## src/rtl/dma_gctl_pkg.sv

```systemverilog
package dma_gctl_pkg;
  localparam int REG_W    = 32;
  localparam int ME_POS   = 0;
  localparam int NMI_POS  = 1;
  localparam int AE_POS   = 2;
  localparam int FLAG_CNT = 2;

  typedef enum logic [0:0] {
    FLG_NMI = 1'b0,
    FLG_AE  = 1'b1
  } flag_idx_e;

  function automatic int flag_pos(input int idx);
    return (idx == int'(FLG_NMI)) ? NMI_POS : AE_POS;
  endfunction
endpackage

```

## src/rtl/dma_gctl_flag.sv

```systemverilog
module dma_gctl_flag (
  input  logic clk,
  input  logic rst_n,
  input  logic man_rst,
  input  logic set_evt,
  input  logic rd_hit,
  input  logic wr_hit,
  input  logic wr_bit,
  output logic flag_d,
  output logic flag_q,
  output logic arm_q
);
  logic arm_d;
  logic upd_en;

  always_comb begin
    flag_d = flag_q;
    arm_d  = arm_q;
    if (man_rst) begin
      flag_d = 1'b0;
      arm_d  = 1'b0;
    end else if (set_evt) begin
      flag_d = 1'b1;
      arm_d  = 1'b0;
    end else if (wr_hit && !wr_bit && arm_q && flag_q) begin
      flag_d = 1'b0;
      arm_d  = 1'b0;
    end else if (rd_hit && flag_q) begin
      arm_d  = 1'b1;
    end
  end

  assign upd_en = man_rst | set_evt | wr_hit | rd_hit;

  always_ff @(posedge clk or negedge rst_n) begin
    if (!rst_n) begin
      flag_q <= 1'b0;
      arm_q  <= 1'b0;
    end else if (upd_en) begin
      flag_q <= flag_d;
      arm_q  <= arm_d;
    end
  end
endmodule

```

## src/rtl/dma_gctl_chgate.sv

```systemverilog
module dma_gctl_chgate #(
  parameter int N_CH = 4
) (
  input  logic            clk,
  input  logic            rst_n,
  input  logic            permit_d,
  input  logic [N_CH-1:0] ch_de,
  input  logic [N_CH-1:0] ch_te,
  output logic [N_CH-1:0] ch_en
);
  for (genvar c = 0; c < N_CH; c++) begin : g_ch
    logic en_d;
    assign en_d = permit_d & ch_de[c] & ~ch_te[c];
    always_ff @(posedge clk or negedge rst_n) begin
      if (!rst_n) ch_en[c] <= 1'b0;
      else        ch_en[c] <= en_d;
    end
  end
endmodule

```

## src/rtl/dma_gctl.sv

```systemverilog
module dma_gctl
  import dma_gctl_pkg::*;
#(
  parameter int N_CH = 4
) (
  input  logic             clk,
  input  logic             rst_n,
  input  logic             man_rst,
  input  logic             reg_sel,
  input  logic             reg_wr,
  input  logic             reg_rd,
  input  logic [REG_W-1:0] reg_wdata,
  output logic [REG_W-1:0] reg_rdata,
  input  logic             nmi_evt,
  input  logic             ae_evt,
  input  logic [N_CH-1:0]  ch_de,
  input  logic [N_CH-1:0]  ch_te,
  output logic [N_CH-1:0]  ch_en,
  output logic             dma_suspend
);
  logic                wr_hit;
  logic                rd_hit;
  logic                me_d;
  logic                me_q;
  logic [FLAG_CNT-1:0] evt_vec;
  logic [FLAG_CNT-1:0] flag_d;
  logic [FLAG_CNT-1:0] flag_q;
  logic [FLAG_CNT-1:0] arm_q;
  logic [REG_W-1:0]    reg_view;
  logic [REG_W-1:0]    rdata_d;
  logic                rdata_en;
  logic                permit_d;
  logic                susp_d;

  assign wr_hit = reg_sel & reg_wr;
  assign rd_hit = reg_sel & reg_rd;

  assign evt_vec[FLG_NMI] = nmi_evt;
  assign evt_vec[FLG_AE]  = ae_evt;

  for (genvar f = 0; f < FLAG_CNT; f++) begin : g_flag
    dma_gctl_flag u_flag (
      .clk     (clk),
      .rst_n   (rst_n),
      .man_rst (man_rst),
      .set_evt (evt_vec[f]),
      .rd_hit  (rd_hit),
      .wr_hit  (wr_hit),
      .wr_bit  (reg_wdata[flag_pos(f)]),
      .flag_d  (flag_d[f]),
      .flag_q  (flag_q[f]),
      .arm_q   (arm_q[f])
    );
  end

  // Master enable: plain read/write bit
  always_comb begin
    me_d = me_q;
    if (man_rst)     me_d = 1'b0;
    else if (wr_hit) me_d = reg_wdata[ME_POS];
  end

  always_ff @(posedge clk or negedge rst_n) begin
    if (!rst_n)                 me_q <= 1'b0;
    else if (man_rst || wr_hit) me_q <= me_d;
  end

  // Read view and registered read data
  always_comb begin
    reg_view          = '0;
    reg_view[ME_POS]  = me_q;
    reg_view[NMI_POS] = flag_q[FLG_NMI];
    reg_view[AE_POS]  = flag_q[FLG_AE];
  end

  assign rdata_en = man_rst | rd_hit;
  assign rdata_d  = man_rst ? '0 : reg_view;

  always_ff @(posedge clk or negedge rst_n) begin
    if (!rst_n)        reg_rdata <= '0;
    else if (rdata_en) reg_rdata <= rdata_d;
  end

  // Global permission from next-state values, so gating shares the register edge
  assign permit_d = me_d & ~(|flag_d) & ~man_rst;
  assign susp_d   = ~permit_d;

  always_ff @(posedge clk or negedge rst_n) begin
    if (!rst_n) dma_suspend <= 1'b1;
    else        dma_suspend <= susp_d;
  end

  dma_gctl_chgate #(.N_CH(N_CH)) u_gate (
    .clk      (clk),
    .rst_n    (rst_n),
    .permit_d (permit_d),
    .ch_de    (ch_de),
    .ch_te    (ch_te),
    .ch_en    (ch_en)
  );
endmodule

```

## config.mk

```make
export PLATFORM = sky130hd
export DESIGN_NAME = dma_gctl
export DESIGN_NICKNAME = d
export VERILOG_FILES = /design/src/rtl/dma_gctl_pkg.sv /design/src/rtl/dma_gctl_flag.sv /design/src/rtl/dma_gctl_chgate.sv /design/src/rtl/dma_gctl.sv
export SDC_FILE = /design/constraint.sdc
export NUM_CORES = 1
export LEC_CHECK = 0
export BUFFER_PORTS_ARGS = -buffer_cell sky130_fd_sc_hd__buf_2
export CORE_MARGIN = 3
export CORE_UTILIZATION = 36
export DETAILED_ROUTE_END_ITERATION = 7
export GPL_TIMING_DRIVEN = 0
export PLACE_DENSITY = 0.91
export SYNTH_ARGS = -nofsm -noshare
export SYNTH_HDL_FRONTEND = slang
export SYNTH_SLANG_ARGS = --single-unit
```

## constraint.sdc

```tcl
create_clock -name clk -period 3.5 [get_ports clk]
set_input_delay 0.35 -clock clk [delete_from_list [all_inputs] [get_ports clk]]
set_output_delay 0.35 -clock clk [all_outputs]
set_load 0.005 [all_outputs]
```

# --- Yosys cells after proc, flatten, opt, wreduce, memory -nomap -nowiden ---
# Cells that the tools add are included.
op_classes:
  reduce_logical: 16
  bitwise_logic: 26
  mux: 17
ops:
  columns: ["operator", "n"]
  rows:
  - ["1-bit two-way mux", 16]
  - ["1-bit bitwise AND", 12]
  - ["1-bit logical AND", 8]
  - ["4-bit nonzero test", 2]
  - ["1-bit inverter", 7]
  - ["1-bit OR", 7]
  - ["2-bit AND reduction", 2]
  - ["3-bit two-way mux", 1]
  - ["1-bit zero test", 2]
  - ["2-bit OR reduction", 1]
  - ["1-bit logical OR", 1]
word_totals:
  regBits: 42
  input_bits: 48

# --- Depth between registers and ports, before layout ---
depth:
  word_depth: 13
  mapped_depth: 4
  depth_no_buf: 3

# --- Hierarchy ---
# Synthesis repeated with hierarchy kept, for this count alone.
unflattened:
  cells_unflattened: 81
  hier_area_um2: 832.0
by_module_without_submodules:
  columns: ["module", "cells_per_inst", "instances", "area_per_inst_um2"]
  rows:
  - ["dma_gctl", 53, 1, 484.2]
  - ["dma_gctl_flag", 10, 2, 106.4]
  - ["dma_gctl_chgate", 8, 1, 135.1]

# --- Least setup slack after synthesis ---
# Ideal clock, no wire load.
synth_path:
  kind: "input to register"
  start: "input port reg_sel"
  end: "register dma_suspend"
  cell_stages: 4
  arrival_ps: 1324
  path_buffers: 1
  slack_ps: 2081
  setup_time_ps: 94
  t_required_ps: 3406
  cell_sequence: "buf_6 nand4b_2 a22o_1 or4b_1"
synth_via:
  elab_chain_cells: 12
  elab_cells_between_ends: 20
  classes_between: "8 x mux; 5 x bitwise; 7 x reduce/logical"
synth_lines:
  columns: ["item", "line", "rtl"]
  rows:
  - ["start: declaration", "dma_gctl.sv:9", "input logic reg_sel,"]
  - ["1-bit bitwise AND (*)", "dma_gctl.sv:35", "assign wr_hit = reg_sel & reg_wr;"]
  - ["1-bit logical AND (3 in series)", "dma_gctl_flag.sv:25", "end else if (wr_hit && !wr_bit && arm_q && flag_q) begin"]
  - ["1-bit two-way mux", "dma_gctl_flag.sv:25", null]
  - ["1-bit two-way mux", "dma_gctl_flag.sv:22", "end else if (set_evt) begin"]
  - ["1-bit two-way mux", "dma_gctl_flag.sv:19", "if (man_rst) begin"]
  - ["2-bit OR reduction", "dma_gctl.sv:85", "assign permit_d = me_d & ~(|flag_d) & ~man_rst;"]
  - ["1-bit inverter", "dma_gctl.sv:85", null]
  - ["1-bit bitwise AND (*) (2 in series)", "dma_gctl.sv:85", null]
  - ["1-bit inverter (*)", "dma_gctl.sv:86", "assign susp_d = ~permit_d;"]
  - ["named net susp_d", "dma_gctl.sv:33", "logic susp_d;"]
  - ["end signal: assignment", "dma_gctl.sv:90", "else dma_suspend <= susp_d;"]
  - ["end: declaration", "dma_gctl.sv:19", "output logic dma_suspend"]
# Mark *: on every way through the listed nets, which the timed path passes. The rest lies on a longest branch.
# A chain may end at the register's enable or synchronous reset.

# --- Worst setup path after layout ---
layout_path:
  start: "register g_flag[0].u_flag.arm_q"
  end: "register dma_suspend"
layout_via:
  elab_chain_cells: 10
layout_lines:
  columns: ["item", "line", "rtl"]
  rows:
  - ["start: declaration", "dma_gctl_flag.sv:11", "output logic arm_q"]
  - ["start signal: assignment", "dma_gctl_flag.sv:41", "arm_q <= arm_d;"]
  - ["1-bit logical AND (2 in series)", "dma_gctl_flag.sv:25", null]
  - ["1-bit two-way mux", "dma_gctl_flag.sv:25", null]
  - ["1-bit two-way mux", "dma_gctl_flag.sv:22", null]
  - ["1-bit two-way mux", "dma_gctl_flag.sv:19", null]
  - ["2-bit OR reduction", "dma_gctl.sv:85", null]
  - ["1-bit inverter", "dma_gctl.sv:85", null]
  - ["1-bit bitwise AND (2 in series)", "dma_gctl.sv:85", null]
  - ["1-bit inverter", "dma_gctl.sv:86", null]
  - ["named net susp_d", "dma_gctl.sv:33", null]
# The timed path passes the listed nets, and every way through them passes these cells.

==> results_dict.tcl <==
set metrics [dict create \
    diodes 0 \
    drive_gt1_frac 0.4245 \
    cts_tree "built" \
    gr-usage-all-layers 0.1054 \
    setup_viol 0 \
    leakagePower_nw 0.6196 \
    wire_per_inst_um 8.711 \
    synth-adder-area-share 0 \
    die_area_um2 2791 \
    antenna_left 0 \
    cts-root-buf "clkbuf_4" \
    routed_wl_mm 1.446 \
    die_y_um 52.83 \
    htreeDepth 1 \
    dpl.hpwl_mm 1.279 \
    hold_path_depth 2 \
    pin_count 85 \
    yosys.area_share.simple 0.1918 \
    synthesis.instances 82 \
    syn_area_per_cell_um2 9.628 \
    grt_overflow 0 \
    hold_slack_ns 0.2711 \
    antenna_found_initial 0 \
    yosys_register_bits 13 \
    timing.final.crit_share 0.4033 \
    max_clock_freq_mhz 708.5 \
    grt_pass1_wl_mm 2.166 \
    synth_cell_type_count 21 \
    grt_pass1_vias 537 \
    yosysSeqAreaShare 0.4136 \
    maxCapViolCount 0 \
    postCtsSetupRepairBufs 0 \
    yosysWarningCount 0 \
    synthMuxAreaShare 0.01268 \
    vias_per_cell 3.880 \
    area_delta_synth_final_pct 37.40 \
    final-max-slew-violation-count 0 \
    synth_xor_xnor_area_share 0 \
    synth_compound_area_frac 0.07290 \
    gp_congestion 0.7889 \
    cts_resized 0 \
    hold_viol 0 \
    fin_util 0.5365 \
    synth_top_family_by_area "buffers and inverters" \
    cp_max_fo 5 \
    drt_iter0_drc 12 \
    reg2reg_depth 3 \
    grt_max_degree 14 \
    cp.required_ns 3.68 \
    syn_area_um2 789.5 \
    hold_buffers 1 \
    drtPass1Iterations 4 \
    dp_slack_ns 1.928 \
    hold_path.class "input pin to register" \
    end_kind "register" \
    clock_sinks 13 \
    period_minus_slack_ns 1.412 \
    min_to "g_flag[0].u_flag.arm_q" \
    rsz0062_at_grt "false" \
    dieWidth_um 52.83 \
    layout_common_cells "buf_4, conb_1, buf_2" \
    fin_nets 188 \
    cts_made_buffers 3 \
    peakVddDrop_mv 0.1275 \
    core_area_um2 2022 \
    path_class "register to register" \
    p_total_mw 0.3088 \
    pwr_density_cell_nw_per_um2 284.7 \
    fillers 195 \
    ff2ff_setup_slack_ns 2.09 \
    critical_path.startpoint "g_flag[0].u_flag.arm_q" \
    insertion_delay_ns 0.27 \
    cts.clk_slew.worst_paths_ns 0.07 \
    rows 16 \
    initial_core_util 0.3905 \
    detail_route.drc_violations 0 \
    finalWorstSetupSlack_ns 2.088 \
    clock_path_buffers 2 \
    outcome "complete, no violations" \
    timing.rr.end "dma_suspend" \
    worstReg2RegStart "g_flag[0].u_flag.arm_q" \
    port_buffers 24 \
    setup_tns_ns 0 \
    hp-start "nmi_evt" \
    via_count 644 \
    worstPathArrival_ns 1.59 \
    start_kind "register" \
    clock_skew_ns 0.005738 \
]
## routing by layer
layer | vias up | routed length, um | GRT usage
li1 | 339 | - | -
met2 | 29 | 724 | 0.1674
met5 | - | 0 | 0
met4 | 0 | 11 | 0.03830
met1 | 274 | 538 | 0.1323
met3 | 2 | 173 | 0.03419
## cells in the mapped netlist (all sizes together)
master / count / area (um2)
a2111oi: 2 / 17.52
clkbuf: 1 / 3.750
inv: 2 / 7.510
nand3: 3 / 15.01
dfstp: 1 / 26.28
nand3b: 4 / 30.03
nand4b: 2 / 23.77
nor2: 5 / 18.77
a22o: 1 / 8.760
nor4: 4 / 25.02
buf: 30 / 229.0
a21oi: 5 / 25.02
or4b: 1 / 10.01
and4b: 1 / 10.01
dfrtp: 12 / 300.3
mux2i: 1 / 10.01
nand2: 5 / 18.77
a31oi: 1 / 6.260
conb: 1 / 3.750
## critical path, stage by stage (launching register included)
cell and delay [ns]:
dfrtp_1 0.38, nand4b_2 0.13, a22o_1 0.30, or4b_1 0.51
## per-stage QoR
step / cells / area [um2]
floorplan: 110 / 894.6
global placement: 161 / 1049
detailed placement: 161 / 1049
CTS: 166 / 1085
global route: 166 / 1085
finish: 166 / 1085
## report_power, final
part	switching, mW	leakage, nW	total, mW	internal [mW]
sequential	0.00295	0.174	0.157	0.154
combinational	0.0287	0.431	0.0640	0.0353
clock	0.0438	0.0150	0.0879	0.0441
## final cells by class
type / count / area (um2) / area share
inverters: 2 / 7.507 / 0.006920
plain buffers: 31 / 232.7 / 0.2145
multi-input cells: 64 / 327.8 / 0.3022
flip-flops and latches: 13 / 326.6 / 0.3010
repair buffers: 25 / 130.1 / 0.1200
clock buffers: 4 / 26.28 / 0.02422
well taps: 27 / 33.78 / 0.03114
## flip-flops by register name (all words and copies together), names as in the netlist
| register | cells |
|---|---|
| u_gate.ch_en | 4 |
| reg_rdata | 3 |
| g_flag.u_flag.arm_q | 2 |
| g_flag.u_flag.flag_q | 2 |
| dma_suspend | 1 |
| me_q | 1 |
## cell families after synthesis
group | Yosys count
and+or+nand+nor | 25
muxes | 1
other | 1
AOI/OAI and AO/OA | 9
buffers and inverters | 33
DFF | 13
## worst max-delay path by stage
stage	cells after the start	slack [ns]	to
2_1_floorplan	4	2.08	dma_suspend
3_5_place_dp	4	1.93	dma_suspend
6_report	3	2.09	dma_suspend
5_1_grt	3	2.01	dma_suspend
4_1_cts	3	2.09	dma_suspend
3_3_place_gp	4	1.96	dma_suspend
No activity file was read; power rests on OpenSTA's default activity.
